## src/rtl/ais_pkg.sv

```systemverilog
package ais_pkg;

    typedef enum logic {
        MODE_LONG   = 1'b0,
        MODE_DFRAME = 1'b1
    } ais_mode_e;

    localparam int ZBITS = 2;
    localparam logic [ZBITS-1:0] ZMAX   = 2'd3;
    localparam logic [ZBITS-1:0] ZLIMIT = 2'd2;

    typedef logic [ZBITS-1:0] zcnt_t;

    // saturating increment of the zero tally
    function automatic zcnt_t zsat_inc(zcnt_t z, logic inc);
        if (inc && (z != ZMAX)) begin
            return z + 2'd1;
        end
        return z;
    endfunction

    typedef struct packed {
        logic      real_al;
        logic      alarm;
        logic      prev_low;
        logic      prev_valid;
        ais_mode_e mode_q;
    } top_state_t;

endpackage

```

## src/rtl/ais_window.sv

```systemverilog
module ais_window
    import ais_pkg::*;
#(
    parameter int LEN = 512
) (
    input  logic clk,
    input  logic rst_n,
    input  logic restart,
    input  logic step,
    input  logic zero,
    output logic done,
    output logic low
);

    localparam int CW = (LEN > 1) ? $clog2(LEN) : 1;
    localparam logic [CW-1:0] LAST = CW'(LEN - 1);

    typedef struct packed {
        logic [CW-1:0] cnt;
        zcnt_t         zeros;
    } win_t;

    win_t  win_d, win_q;
    zcnt_t zeros_now;
    logic  at_last;

    always_comb begin
        win_d     = win_q;
        zeros_now = zsat_inc(win_q.zeros, step & zero);
        at_last   = step && (win_q.cnt == LAST);
        done      = at_last && !restart;
        low       = (zeros_now <= ZLIMIT);
        if (restart) begin
            win_d.cnt   = '0;
            win_d.zeros = '0;
        end else if (step) begin
            if (at_last) begin
                win_d.cnt   = '0;
                win_d.zeros = '0;
            end else begin
                win_d.cnt   = win_q.cnt + 1'b1;
                win_d.zeros = zeros_now;
            end
        end
    end

    always_ff @(posedge clk or negedge rst_n) begin
        if (!rst_n) begin
            win_q <= '0;
        end else begin
            win_q <= win_d;
        end
    end

endmodule

```

## src/rtl/ais_edge_flag.sv

```systemverilog
module ais_edge_flag (
    input  logic clk,
    input  logic rst_n,
    input  logic lvl_d,
    input  logic lvl_q,
    output logic flag
);

    logic flag_d, flag_q;

    always_comb begin
        flag_d = flag_q | (lvl_d & ~lvl_q);
    end

    always_ff @(posedge clk or negedge rst_n) begin
        if (!rst_n) begin
            flag_q <= 1'b0;
        end else begin
            flag_q <= flag_d;
        end
    end

    assign flag = flag_q;

endmodule

```

## src/rtl/ais_detect.sv

```systemverilog
module ais_detect
    import ais_pkg::*;
#(
    parameter int LONG_BITS = 512000,
    parameter int DF_BITS   = 512
) (
    input  logic clk,
    input  logic rst_n,
    input  logic bit_in,
    input  logic bit_vld,
    input  logic mode,
    input  logic align_lost,
    input  logic align_found,
    input  logic sim_force,
    output logic ais_alarm,
    output logic ais_irq
);

    localparam int NWIN = 2;
    localparam int LEN_OF [NWIN] = '{LONG_BITS, DF_BITS};

    top_state_t st_d, st_q;
    ais_mode_e  mode_e;
    logic       restart;
    logic [NWIN-1:0] win_done;
    logic [NWIN-1:0] win_low;

    assign mode_e  = ais_mode_e'(mode);
    assign restart = (mode_e != st_q.mode_q);

    // index 0: long window, index 1: double-frame window
    for (genvar w = 0; w < NWIN; w++) begin : g_win
        ais_window #(.LEN(LEN_OF[w])) u_win (
            .clk     (clk),
            .rst_n   (rst_n),
            .restart (restart),
            .step    (bit_vld),
            .zero    (~bit_in),
            .done    (win_done[w]),
            .low     (win_low[w])
        );
    end

    always_comb begin
        st_d        = st_q;
        st_d.mode_q = mode_e;
        if (restart) begin
            st_d.prev_valid = 1'b0;
            st_d.prev_low   = 1'b0;
        end else if (mode_e == MODE_LONG) begin
            if (win_done[0]) begin
                st_d.real_al = win_low[0] & align_lost;
            end
        end else begin
            if (win_done[1]) begin
                if (st_q.prev_valid) begin
                    if (win_low[1] && st_q.prev_low) begin
                        st_d.real_al = 1'b1;
                    end else if (!win_low[1] && !st_q.prev_low) begin
                        st_d.real_al = 1'b0;
                    end
                end
                st_d.prev_low   = win_low[1];
                st_d.prev_valid = 1'b1;
            end
        end
        if ((mode_e == MODE_DFRAME) && align_found) begin
            st_d.real_al = 1'b0;
        end
        st_d.alarm = sim_force | st_d.real_al;
    end

    always_ff @(posedge clk or negedge rst_n) begin
        if (!rst_n) begin
            st_q <= '{real_al: 1'b0, alarm: 1'b0, prev_low: 1'b0,
                      prev_valid: 1'b0, mode_q: MODE_LONG};
        end else begin
            st_q <= st_d;
        end
    end

    ais_edge_flag u_irq (
        .clk   (clk),
        .rst_n (rst_n),
        .lvl_d (st_d.alarm),
        .lvl_q (st_q.alarm),
        .flag  (ais_irq)
    );

    assign ais_alarm = st_q.alarm;

endmodule

```

## config.mk

```make
export PLATFORM = sky130hd
export DESIGN_NAME = ais_detect
export DESIGN_NICKNAME = d
export VERILOG_FILES = /design/src/rtl/ais_pkg.sv /design/src/rtl/ais_window.sv /design/src/rtl/ais_edge_flag.sv /design/src/rtl/ais_detect.sv
export SDC_FILE = /design/constraint.sdc
export NUM_CORES = 1
export LEC_CHECK = 0
export ABC_AREA = 1
export ABC_CLOCK_PERIOD_IN_PS = 5900
export BUFFER_PORTS_ARGS = -buffer_cell sky130_fd_sc_hd__buf_2
export CORE_AREA = 4 4 71 73
export CTS_BUF_LIST = sky130_fd_sc_hd__clkbuf_4 sky130_fd_sc_hd__clkbuf_8 sky130_fd_sc_hd__clkbuf_16
export DETAILED_ROUTE_END_ITERATION = 10
export DIE_AREA = 0 0 75 77
export PLACE_DENSITY = 0.66
export SETUP_SLACK_MARGIN = 0.1
export SLEW_MARGIN = 20
export SYNTH_ARGS = -nofsm -noshare
export SYNTH_HDL_FRONTEND = slang
export SYNTH_SLANG_ARGS = --single-unit
```

## constraint.sdc

```tcl
create_clock -name clk -period 5.9 [get_ports clk]
set_clock_uncertainty 0.15 [all_clocks]
set_input_delay 0.885 -clock clk [delete_from_list [all_inputs] [get_ports clk]]
set_output_delay 0.885 -clock clk [all_outputs]
set_load 0.05 [all_outputs]
```

==> metrics.log, run 1 <==
INFO  metric outcome = completed
INFO  metric timing.final.hold_violations = 0
INFO  metric remaining_drc_errors = 0
INFO  metric holdCritPathClass = reg -> reg
INFO  metric count_of_buffering_cells_on_the_critical_path_with_inverters_included = 4
INFO  metric detailed_place_hpwl = 2800 um
INFO  metric worst_pin_slew = ~0.84 ns
INFO  metric gp_congestion = 0.8431
INFO  metric worst_r2r_startpoint = st_q[0]
INFO  metric num-fill-cells = 403
INFO  metric vias_in_the_first_global_route = approximately 1500
INFO  metric drv_cap = 0
INFO  metric clockRootBuffer = sky130_fd_sc_hd__clkbuf_8
INFO  metric timing.critical_path.required = ~6 ns
INFO  metric ios = 10
INFO  metric period_minus_slack = between 2 and 3 ns
INFO  metric design.core.area = ~4400 sq um
INFO  metric drt-initial-drc-count = slightly above 90
INFO  metric worst_skew_pair.late_latency = 0.29 ns
INFO  metric worstPathCellList = buf_2, inv_1, ha_1, nor2_1, inv_2, nand2_2, nor2_4, nand4_1, inv_1, a21oi_1, o21a_1
INFO  metric synth_seq_cells = 38
INFO  metric synth_area = 2076 sq um
INFO  metric cpMaxStageDelayCell = sky130_fd_sc_hd__nor2_1
INFO  metric cts.hold.buffers_added = 0
INFO  metric path_delay_family = simple AND/OR/NAND/NOR gates
INFO  metric placement.io_buffers = 9
INFO  metric maximum_net_fanout_on_the_critical_path = 19
INFO  metric totalWireLength = about 4000 um
INFO  metric layout.nets = 288
INFO  metric initial_core_util = 0.4767
INFO  metric syn_inst = 263
INFO  metric clock_tree.htree_level_count = 2
INFO  metric cp_num_cells = 11
INFO  metric cp-start-kind = input pin
INFO  metric worst_r2r_path_depth = 10
INFO  metric layout_worst_path_cycle_share = 0.5030
INFO  metric post_cts_buffers = 0
INFO  metric setup_viol = 0
INFO  metric average_instance_area_after_synthesis = slightly below 8 sq um
INFO  metric vdd_ir_drop_max = 0.0001712 V
INFO  metric grt_usage = 0.1579
INFO  metric rrSetupSlack = between 3 and 4 ns
INFO  metric maximum_number_of_pins_on_one_net_before_global_route_repair = 39
INFO  metric p_per_area = roughly 260 nW/um^2
INFO  metric yosysUniqueCellTypes = 28
INFO  metric timing.rr.end = g_win[0].u_win.win_q[18]
INFO  metric grt_remaining_overflow = 0
INFO  metric clk_transition_reported_paths = 0.07 ns
INFO  metric critPathMostFrequentCell = sky130_fd_sc_hd__inv_1
INFO  metric timing.slew.headroom = 0.4372
INFO  metric synth_sequential_area_ratio = 0.4581
INFO  metric cts-root-to-sink-buffers = 2
INFO  metric cts_made_buffers = 5
INFO  metric synth_top_area_cell = sky130_fd_sc_hd__dfrtp_1
INFO  metric max_stage_delay = 0.64 ns
INFO  metric totalNegativeSetupSlack = 0 ns
INFO  metric count_of_vias_placed_by_the_detailed_router = 1669
INFO  metric die_h = around 77 um
INFO  metric timing.final.ws_setup = ~3 ns
INFO  metric setup.worst_path.class = in -> reg
INFO  metric holdCritStartpoint = u_irq.flag
INFO  metric antenna_violating_nets_post_route = 0
INFO  metric grt_setup_unrepaired = no
INFO  metric leakage = 1.055 nW
INFO  metric antenna_found_initial = 0
INFO  metric floorplan.die.width = approximately 75 um
INFO  metric syn_nets = roughly 280
INFO  metric grt_pass1_wl = 7086 um
INFO  metric crit_path_end_kind = flop
INFO  metric routedWlPerCell = 12.21 um
INFO  metric max_clock_freq = 0.3370 GHz
INFO  metric maxSlewViolCount = 0
INFO  metric yosys_warnings = 0
INFO  metric hold_ws = 0.3211 ns
INFO  metric viasPerCell = approximately 5
INFO  metric design_power_total = 0.5834 mW
INFO  metric final_layout_size_suffix_gt1_frac = 0.1345
INFO  metric cts_resized = 0
INFO  metric synth_largest_type_area_fraction = 0.4581
INFO  metric syn_to_final_growth = 9.283%
INFO  metric dieArea = 5775 sq um
INFO  metric post-place-ws = ~2.6 ns
INFO  metric num_antenna_cells = 0
INFO  metric clock_tree_from_tritoncts = done
INFO  metric netlist_top_cells_area = sky130_fd_sc_hd__dfrtp_1 46%, sky130_fd_sc_hd__nand2_1 9.6%, sky130_fd_sc_hd__inv_1 6.5%
INFO  metric cts.sinks = 38
INFO  metric worst_ep_arrival_time = 3.05 ns
INFO  metric site_rows = 24
INFO  metric detailedRoute.firstPassIterationCount = 4
INFO  metric hold_end = u_irq.flag
INFO  metric worstHoldPathCells = 2
-- sequential cells by signal, indices dropped and copies added (netlist names) --
name               flops
g_win.u_win.win_q     32
st_q                   4
ais_alarm              1
u_irq.flag             1
-- through the flow --
step	utilization	std cells	cell area [sq um]
global placement	0.4960	319	2160
floorplan	-	263	2076
global route	0.5210	327	2268
CTS	0.5210	327	2268
finish	0.5210	327	2268
detailed placement	0.4960	319	2160
-- logic make-up after synthesis --
| family | Yosys count | synth area share |
|---|---|---|
| simple gates | 133 | 0.2972 |
| xor+xnor | 7 | 0.02954 |
| buf+inv | 43 | 0.08137 |
| fa+ha+maj | 6 | 0.03617 |
| mux | 1 | 0.005425 |
| flops | 38 | 0.4581 |
| compound gates | 35 | 0.09222 |
-- how the worst max path moves through the flow --
stage | startpoint | to | slack [ns]
floorplan | mode | u_irq.flag | 3.62
global placement | mode | g_win[0].u_win.win_q[18] | 2.73
detailed placement | mode | g_win[0].u_win.win_q[18] | 2.63
CTS | mode | g_win[0].u_win.win_q[18] | 2.93
global route | mode | g_win[0].u_win.win_q[18] | 2.70
finish | mode | g_win[0].u_win.win_q[18] | 2.93
-- routing by layer --
layer  wire length (um)  GRT usage  part of all wire  vias up
met4                 65    0.05338             0.016        0
li1                   -          -                 -      871
met1               2003     0.2312              0.50      760
met3                195    0.04706             0.049        6
met5                  0          0                 0        -
met2               1729     0.2195              0.43       32
-- cell type report --
type	instances	area, sq um	share of cell area
Timing Repair Buffer	9	45.04	0.01986
Clock inverter	3	40.04	0.01765
Sequential cell	38	950.9	0.4192
Inverter	38	142.6	0.06288
Clock buffer	5	68.82	0.03034
Tap cell	52	65.06	0.02868
Multi-Input combinational cell	182	955.9	0.4214
-- power breakdown --
part | switching [mW] | internal (mW)
Sequential | 0.0123 | 0.278
Combinational | 0.0515 | 0.0244
Clock | 0.0929 | 0.124
Total | 0.157 | 0.427
-- synth_stat cells --
master / instances
sky130_fd_sc_hd__a21oi_1: 17
sky130_fd_sc_hd__a22o_1: 1
sky130_fd_sc_hd__a31oi_1: 1
sky130_fd_sc_hd__buf_1: 1
sky130_fd_sc_hd__buf_2: 3
sky130_fd_sc_hd__buf_4: 1
sky130_fd_sc_hd__dfrtp_1: 38
sky130_fd_sc_hd__ha_1: 6
sky130_fd_sc_hd__inv_1: 36
sky130_fd_sc_hd__inv_2: 2
sky130_fd_sc_hd__mux2_2: 1
sky130_fd_sc_hd__nand2_1: 53
sky130_fd_sc_hd__nand2_2: 4
sky130_fd_sc_hd__nand3_1: 22
sky130_fd_sc_hd__nand3_2: 1
sky130_fd_sc_hd__nand3b_1: 1
sky130_fd_sc_hd__nand4_1: 7
sky130_fd_sc_hd__nor2_1: 28
sky130_fd_sc_hd__nor2_2: 7
sky130_fd_sc_hd__nor2_4: 1
sky130_fd_sc_hd__nor3_1: 5
sky130_fd_sc_hd__nor3_2: 3
sky130_fd_sc_hd__nor4_1: 1
sky130_fd_sc_hd__o21a_1: 2
sky130_fd_sc_hd__o21ai_0: 12
sky130_fd_sc_hd__o21ai_1: 1
sky130_fd_sc_hd__o221a_2: 1
sky130_fd_sc_hd__xor2_1: 7
-- layout by cell type (no fill, tap or decap), types with 7 or more instances in the layout --
| cell type | count |
|---|---|
| sky130_fd_sc_hd__nand3_1 | 22 |
| sky130_fd_sc_hd__nor2_1 | 28 |
| sky130_fd_sc_hd__inv_1 | 36 |
| sky130_fd_sc_hd__xor2_1 | 7 |
| sky130_fd_sc_hd__nand2_1 | 53 |
| sky130_fd_sc_hd__nand4_1 | 7 |
| sky130_fd_sc_hd__buf_2 | 9 |
| sky130_fd_sc_hd__o21ai_0 | 12 |
| sky130_fd_sc_hd__dfrtp_1 | 38 |
| sky130_fd_sc_hd__nor2_2 | 7 |
| sky130_fd_sc_hd__a21oi_1 | 17 |
-- worst reg2reg max path, stage by stage, from the launching register on --
cell and delay, ns:
sky130_fd_sc_hd__dfrtp_1 0.32, sky130_fd_sc_hd__inv_1 0.04, sky130_fd_sc_hd__ha_1 0.34, sky130_fd_sc_hd__nor2_1 0.64, sky130_fd_sc_hd__inv_2 0.34, sky130_fd_sc_hd__nand2_2 0.22, sky130_fd_sc_hd__nor2_4 0.06, sky130_fd_sc_hd__nand4_1 0.07
sky130_fd_sc_hd__inv_1 0.05, sky130_fd_sc_hd__a21oi_1 0.11, sky130_fd_sc_hd__o21a_1 0.14
No activity file was read; power rests on OpenSTA's default activity.
==> inputs of run 2 (changes only) <==
- ABC_CLOCK_PERIOD_IN_PS: 5900 -> 3110
- clock period: 5.9 -> 3.11 ns (I/O delays scaled with it)
==> metrics.log, run 2 (same netlist as run 1, synthesis figures left out) <==
INFO  metric multi_input_comb_area = between 900 and 1000 sq um
INFO  metric layout_commonest_cell = sky130_fd_sc_hd__nand2_1
INFO  metric worstPathCellList = ha_1, nand3_1, nor3_1, ha_1, nand2_1, inv_1, nand3_1, o21ai_0, nand2_1, nand2_1, nand3_1, nand2_1, nand2_2, nand2_1, nand2_1
INFO  metric critPathMostFrequentCell = sky130_fd_sc_hd__nand2_1
INFO  metric cts_made_buffers = 5
INFO  metric detailedRoute.firstPassIterationCount = 4
INFO  metric placement.io_buffers = 9
INFO  metric viasPerCell = 5.152
INFO  metric outcome = completed
INFO  metric timing.final.hold_violations = 0
INFO  metric grt_usage = 0.1638
INFO  metric final_cell_mix = 53 x sky130_fd_sc_hd__nand2_1, 38 x sky130_fd_sc_hd__dfrtp_1, 36 x sky130_fd_sc_hd__inv_1, 28 x sky130_fd_sc_hd__nor2_1, 22 x sky130_fd_sc_hd__nand3_1
INFO  metric clk_transition_reported_paths = 0.07 ns
INFO  metric layout_worst_path_cycle_share = 0.7268
INFO  metric antenna_found_initial = 0
INFO  metric num-fill-cells = around 420
INFO  metric post_cts_buffers = 0
INFO  metric worst_ep_arrival_time = about 2.3 ns
INFO  metric top_register = g_win.u_win.win_q
INFO  metric finalInstanceArea = ~2300 sq um
INFO  metric max_clock_freq = between 0.4 and 0.5 GHz
INFO  metric max_stage_delay = 0.40 ns
INFO  metric grt_pass1_wl = 7424 um
INFO  metric timing.critical_path.required = about 3.2 ns
INFO  metric design.core.area = 4354 sq um
INFO  metric floorplan.die.width = around 75 um
INFO  metric vias_in_the_first_global_route = between 1500 and 2000
INFO  metric largest_reg_flops = 32
INFO  metric ios = 10
INFO  metric cts.hold.buffers_added = 0
INFO  metric timing.slew.headroom = 0.4463
INFO  metric num_antenna_cells = 0
INFO  metric maxSlewViolCount = 0
INFO  metric routedWlPerCell = between 10 and 15 um
INFO  metric worst_skew_pair.late_latency = 0.29 ns
INFO  metric layout.nets = 289
INFO  metric worst_r2r_startpoint = g_win[1].u_win.win_q[2]
INFO  metric remaining_drc_errors = 0
INFO  metric cp-start-kind = flop
INFO  metric maximum_net_fanout_on_the_critical_path = 4
INFO  metric clock_tree_from_tritoncts = done
INFO  metric setup_viol = 0
INFO  metric cts-root-to-sink-buffers = 2
INFO  metric rrSetupSlack = 0.85 ns
INFO  metric placed_area = 2167 sq um
INFO  metric sequential_cell_area = 950.9 sq um
INFO  metric dieArea = a little under 6000 sq um
INFO  metric final_layout_size_suffix_gt1_frac = 0.1377
INFO  metric holdCritPathClass = in -> async
INFO  metric site_rows = 24
INFO  metric setup.worst_path.class = reg -> reg
INFO  metric detailed_place_hpwl = 2925 um
INFO  metric drt-initial-drc-count = 96
INFO  metric critPathCapture = u_irq.flag
INFO  metric grt_setup_unrepaired = no
INFO  metric gp_congestion = approximately 0.81
INFO  metric cts.sinks = 38
INFO  metric totalNegativeSetupSlack = 0 ns
INFO  metric die_h = 77 um
INFO  metric maximum_number_of_pins_on_one_net_before_global_route_repair = 39
INFO  metric critPathLaunch = g_win[1].u_win.win_q[2]
INFO  metric syn_to_final_growth = 9.644%
INFO  metric clockRootBuffer = sky130_fd_sc_hd__clkbuf_8
INFO  metric vdd_ir_drop_max = around 0.00026 V
INFO  metric leakage = 1.061 nW
INFO  metric initial_core_util = 0.4767
INFO  metric worst_pin_slew = 0.8306 ns
INFO  metric totalWireLength = approximately 4000 um
INFO  metric period_minus_slack = 2.260 ns
INFO  metric cts_resized = 0
INFO  metric cpMaxStageDelayCell = sky130_fd_sc_hd__dfrtp_1
INFO  metric drv_cap = 0
INFO  metric count_of_vias_placed_by_the_detailed_router = 1690
INFO  metric antenna_violating_nets_post_route = 0
INFO  metric largest_registers = g_win.u_win.win_q (32), st_q (4)
INFO  metric timing.rr.end = u_irq.flag
INFO  metric crit_path_end_kind = flop
INFO  metric grt_remaining_overflow = 0
INFO  metric clock_tree.htree_level_count = 2
INFO  metric worst_r2r_path_depth = 15
INFO  metric p_per_area = slightly below 500 nW/um^2
[run 2: cell types whose count changed in the layout (fill, tap and decap cells not counted)]
cell / delta
sky130_fd_sc_hd__buf_4: +1
[run 2: through the flow]
| stage | setup slack [ns] | total power, mW | std cells | util | hold WS, ns |
|---|---|---|---|---|---|
| 6_report | 0.8497 | 1.104 | 328 | 0.5227 | 0.1200 |
| 5_1_grt | 0.6680 | 1.178 | 328 | 0.5227 | 0.1778 |
| 4_1_cts | 0.8780 | 1.120 | 328 | 0.5227 | 0.1509 |
| 3_5_place_dp | 0.8015 | 0.7065 | 320 | 0.4977 | 0.2969 |
| 3_3_place_gp | 0.8433 | 0.7039 | 320 | 0.4977 | 0.2911 |
| 2_1_floorplan | 1.222 | 0.6625 | 263 | - | 0.02091 |
[run 2: final cells by class]
class                      instances  share of cell area
multi-input combinational        182              0.4200
sequential                        38              0.4178
inverter                          38             0.06267
clock buffer                       5             0.03024
tap                               52             0.02859
timing repair buffer              10             0.02309
clock inverter                     3             0.01759
[run 2: report_power, final]
group          leakage (nW)  switching, mW  internal (mW)
Clock                0.0579          0.171          0.236
Combinational         0.493         0.0976         0.0474
Sequential            0.509         0.0240          0.527
[run 2: worst min path at each step]
stage,slack (ns),to,startpoint
6_report,0.12,g_win[0].u_win.win_q[7],rst_n
5_1_grt,0.18,st_q[0],mode
4_1_cts,0.15,g_win[0].u_win.win_q[7],rst_n
3_5_place_dp,0.30,u_irq.flag,u_irq.flag
3_3_place_gp,0.29,u_irq.flag,u_irq.flag
2_1_floorplan,0.02,ais_alarm,rst_n
[run 2: worst max-delay path, delay by kind of cell, from the launching register on]
family	cells	cell delay (ns)
AND/OR/NAND/NOR	11	0.93
flip-flops	1	0.40
adder cells (fa/ha/maj)	2	0.39
AO/OA/AOI/OAI	1	0.17
buffers and inverters	1	0.12
[run 2: routing by layer]
| layer | global-route usage | vias to the layer above | wire length, um |
|---|---|---|---|
| met5 | 0 | - | 0 |
| met4 | 0.06228 | 0 | 67 |
| met3 | 0.04706 | 8 | 133 |
| met2 | 0.2369 | 24 | 1818 |
| met1 | 0.2292 | 786 | 1968 |
| li1 | - | 872 | - |
==> inputs of run 3 (changes only) <==
- ABC_CLOCK_PERIOD_IN_PS: 3110 -> 2000
- PLACE_DENSITY: 0.66 -> 0.68
- clock period: 3.11 -> 2 ns (I/O delays scaled with it)
==> metrics.log, run 3 (same netlist as run 1, synthesis figures left out) <==
INFO  metric switching_power = ~0.48 mW
INFO  metric layout.nets = 310
INFO  metric worst_r2r_path_depth = 15
INFO  metric setup_viol = 2
INFO  metric holdCritPathClass = in -> reg
INFO  metric hold_end = st_q[0]
INFO  metric num_antenna_cells = 0
INFO  metric maxSlewViolCount = 0
INFO  metric finalInstanceArea = 2494 sq um
INFO  metric cts_made_buffers = 5
INFO  metric p_per_area = about 700 nW/um^2
INFO  metric ios = 10
INFO  metric layout_commonest_cell = sky130_fd_sc_hd__nand2_1
INFO  metric final_layout_size_suffix_gt1_frac = 0.2391
INFO  metric initial_core_util = 0.4767
INFO  metric holdCritStartpoint = mode
INFO  metric count_of_vias_placed_by_the_detailed_router = 1752
INFO  metric clkPwrFrac = 0.325
INFO  metric grt_remaining_overflow = 0
INFO  metric drv_cap = 0
INFO  metric vdd_ir_drop_max = 0.0005496 V
INFO  metric crit_path_end_kind = flop
INFO  metric setup.worst_path.class = reg -> reg
INFO  metric clock_tree.htree_level_count = 2
INFO  metric detailedRoute.firstPassIterationCount = 4
INFO  metric post-place-ws = -0.04518 ns
INFO  metric worst_ep_arrival_time = between 2 and 2.5 ns
INFO  metric period_minus_slack = 2.061 ns
INFO  metric cp-start-kind = flop
INFO  metric intPower = between 1 and 1.5 mW
INFO  metric failed_checks = negative setup slack
INFO  metric seq_power_share = 0.502
INFO  metric top_register = g_win.u_win.win_q
INFO  metric vias_in_the_first_global_route = 1678
INFO  metric timing.rr.end = st_q[4]
INFO  metric gp_congestion = ~0.86
INFO  metric clock_tree_from_tritoncts = done
INFO  metric placed_area = approximately 2300 sq um
INFO  metric worst_pin_slew = 0.4590 ns
INFO  metric grt_pass1_wl = 7638 um
INFO  metric remaining_drc_errors = 0
INFO  metric site_rows = 24
INFO  metric die_h = 77 um
INFO  metric grt_setup_unrepaired = yes
INFO  metric final_cell_mix = 51 x sky130_fd_sc_hd__nand2_1, 38 x sky130_fd_sc_hd__dfrtp_1, 35 x sky130_fd_sc_hd__inv_1, 25 x sky130_fd_sc_hd__nor2_1
INFO  metric layout_worst_path_cycle_share = 1.031
INFO  metric timing.critical_path.required = 2.08 ns
INFO  metric clk_transition_reported_paths = 0.07 ns
INFO  metric rrSetupSlack = -0.06 ns
INFO  metric timing.slew.headroom = 0.6940
INFO  metric power.switching_fraction = 0.2795
INFO  metric max_clock_freq = 0.4852 GHz
INFO  metric timing.final.hold_violations = 0
INFO  metric worst_r2r_startpoint = g_win[1].u_win.win_q[3]
INFO  metric floorplan.die.width = 75 um
INFO  metric antenna_violating_nets_post_route = 0
INFO  metric routedWlPerCell = 12.38 um
INFO  metric antenna_found_initial = 0
INFO  metric detailed_place_hpwl = just over 3000 um
INFO  metric maximum_net_fanout_on_the_critical_path = 3
INFO  metric outcome = complete, but fails checks
INFO  metric design.core.area = 4354 sq um
INFO  metric maximum_number_of_pins_on_one_net_before_global_route_repair = 21
INFO  metric largest_reg_flops = 32
INFO  metric totalWireLength = between 4000 and 5000 um
INFO  metric viasPerCell = about 5.0
INFO  metric largest_registers = g_win.u_win.win_q (32), st_q (4)
INFO  metric cts-root-to-sink-buffers = 2
INFO  metric drt-initial-drc-count = 146
INFO  metric power.share.combinational = 0.173
INFO  metric grt_usage = 0.1674
INFO  metric clockRootBuffer = sky130_fd_sc_hd__clkbuf_8
INFO  metric placement.io_buffers = 9
INFO  metric timing.final.ws_setup = -0.06101 ns
INFO  metric num-fill-cells = 377
INFO  metric fin_util = 0.5727
INFO  metric dieArea = 5775 sq um
INFO  metric cts.sinks = 38
INFO  metric worst_skew_pair.late_latency = 0.29 ns
INFO  metric worstHoldPathCells = 1
INFO  metric leakage = 1.164 nW
INFO  metric syn_to_final_growth = 20.13%
run 3: worst max-delay path by stage:
stage,startpoint,to,cells past startpoint,slack [ns]
2_1_floorplan,g_win[1].u_win.win_q[2],u_irq.flag,15,0.11
3_3_place_gp,g_win[1].u_win.win_q[2],u_irq.flag,15,0.05
3_5_place_dp,g_win[1].u_win.win_q[2],u_irq.flag,15,-0.05
4_1_cts,g_win[1].u_win.win_q[2],u_irq.flag,15,0.04
5_1_grt,g_win[1].u_win.win_q[2],u_irq.flag,15,-0.25
6_report,g_win[1].u_win.win_q[3],st_q[4],15,-0.06
run 3: layout make-up:
| class | instances | area [sq um] | share of cell area |
|---|---|---|---|
| multi-input combinational | 182 | 1011 | 0.4054 |
| sequential | 38 | 950.9 | 0.3813 |
| timing repair buffer | 31 | 229.0 | 0.09182 |
| inverter | 38 | 142.6 | 0.05720 |
| clock buffer | 7 | 90.09 | 0.03613 |
| tap | 52 | 65.06 | 0.02609 |
| clock inverter | 1 | 5.005 | 0.002007 |
run 3: per-layer routing:
| metal | GRT usage | wire, um | up-vias |
|---|---|---|---|
| li1 | - | - | 914 |
| met1 | 0.2438 | 2110 | 803 |
| met2 | 0.2465 | 2013 | 31 |
| met3 | 0.04052 | 170 | 4 |
| met4 | 0.04448 | 27 | 0 |
| met5 | 0 | 0 | - |
run 3: power groups by stage:
stage               Combinational, mW  Clock, mW  Sequential [mW]
CTS                             0.269      0.579            0.856
detailed placement              0.266          0            0.869
floorplan                       0.159          0            0.871
finish                          0.298      0.557            0.861
global placement                0.258          0            0.869
global route                    0.343      0.608            0.868
run 3: per-stage QoR:
step / instances / setup TNS, ns / hold slack [ns] / total power [mW]
5_1_grt: 349 / -0.9620 / 0.01254 / 1.819
6_report: 349 / -0.1197 / 0.01870 / 1.715
4_1_cts: 342 / 0 / 0.008153 / 1.703
2_1_floorplan: 263 / 0 / -0.1456 / 1.030
3_3_place_gp: 333 / 0 / 0.1209 / 1.127
3_5_place_dp: 333 / -0.04518 / 0.1266 / 1.135
run 3: critical path, stage by stage (launching register included):
cell and delay, ns:
sky130_fd_sc_hd__dfrtp_1 0.36, sky130_fd_sc_hd__ha_2 0.20, sky130_fd_sc_hd__nand3_2 0.07, sky130_fd_sc_hd__nor3_2 0.16, sky130_fd_sc_hd__ha_2 0.20, sky130_fd_sc_hd__nand2_2 0.06, sky130_fd_sc_hd__inv_2 0.09, sky130_fd_sc_hd__nand3_2 0.08
sky130_fd_sc_hd__a21oi_1 0.15, sky130_fd_sc_hd__nand2_1 0.07, sky130_fd_sc_hd__nand2_1 0.06, sky130_fd_sc_hd__nand2_1 0.06, sky130_fd_sc_hd__nand3_2 0.07, sky130_fd_sc_hd__nand2_2 0.06, sky130_fd_sc_hd__buf_4 0.13, sky130_fd_sc_hd__inv_1 0.04
run 3: timing repair:
item | CTS | global route
hold buffers | 1 | 0
setup buffers | 0 | 7
pin swaps | 0 | 13
endpoints found under the hold margin | 18 | 0
gates resized for setup | 4 | 17
endpoints found under the setup margin | 4 | 17
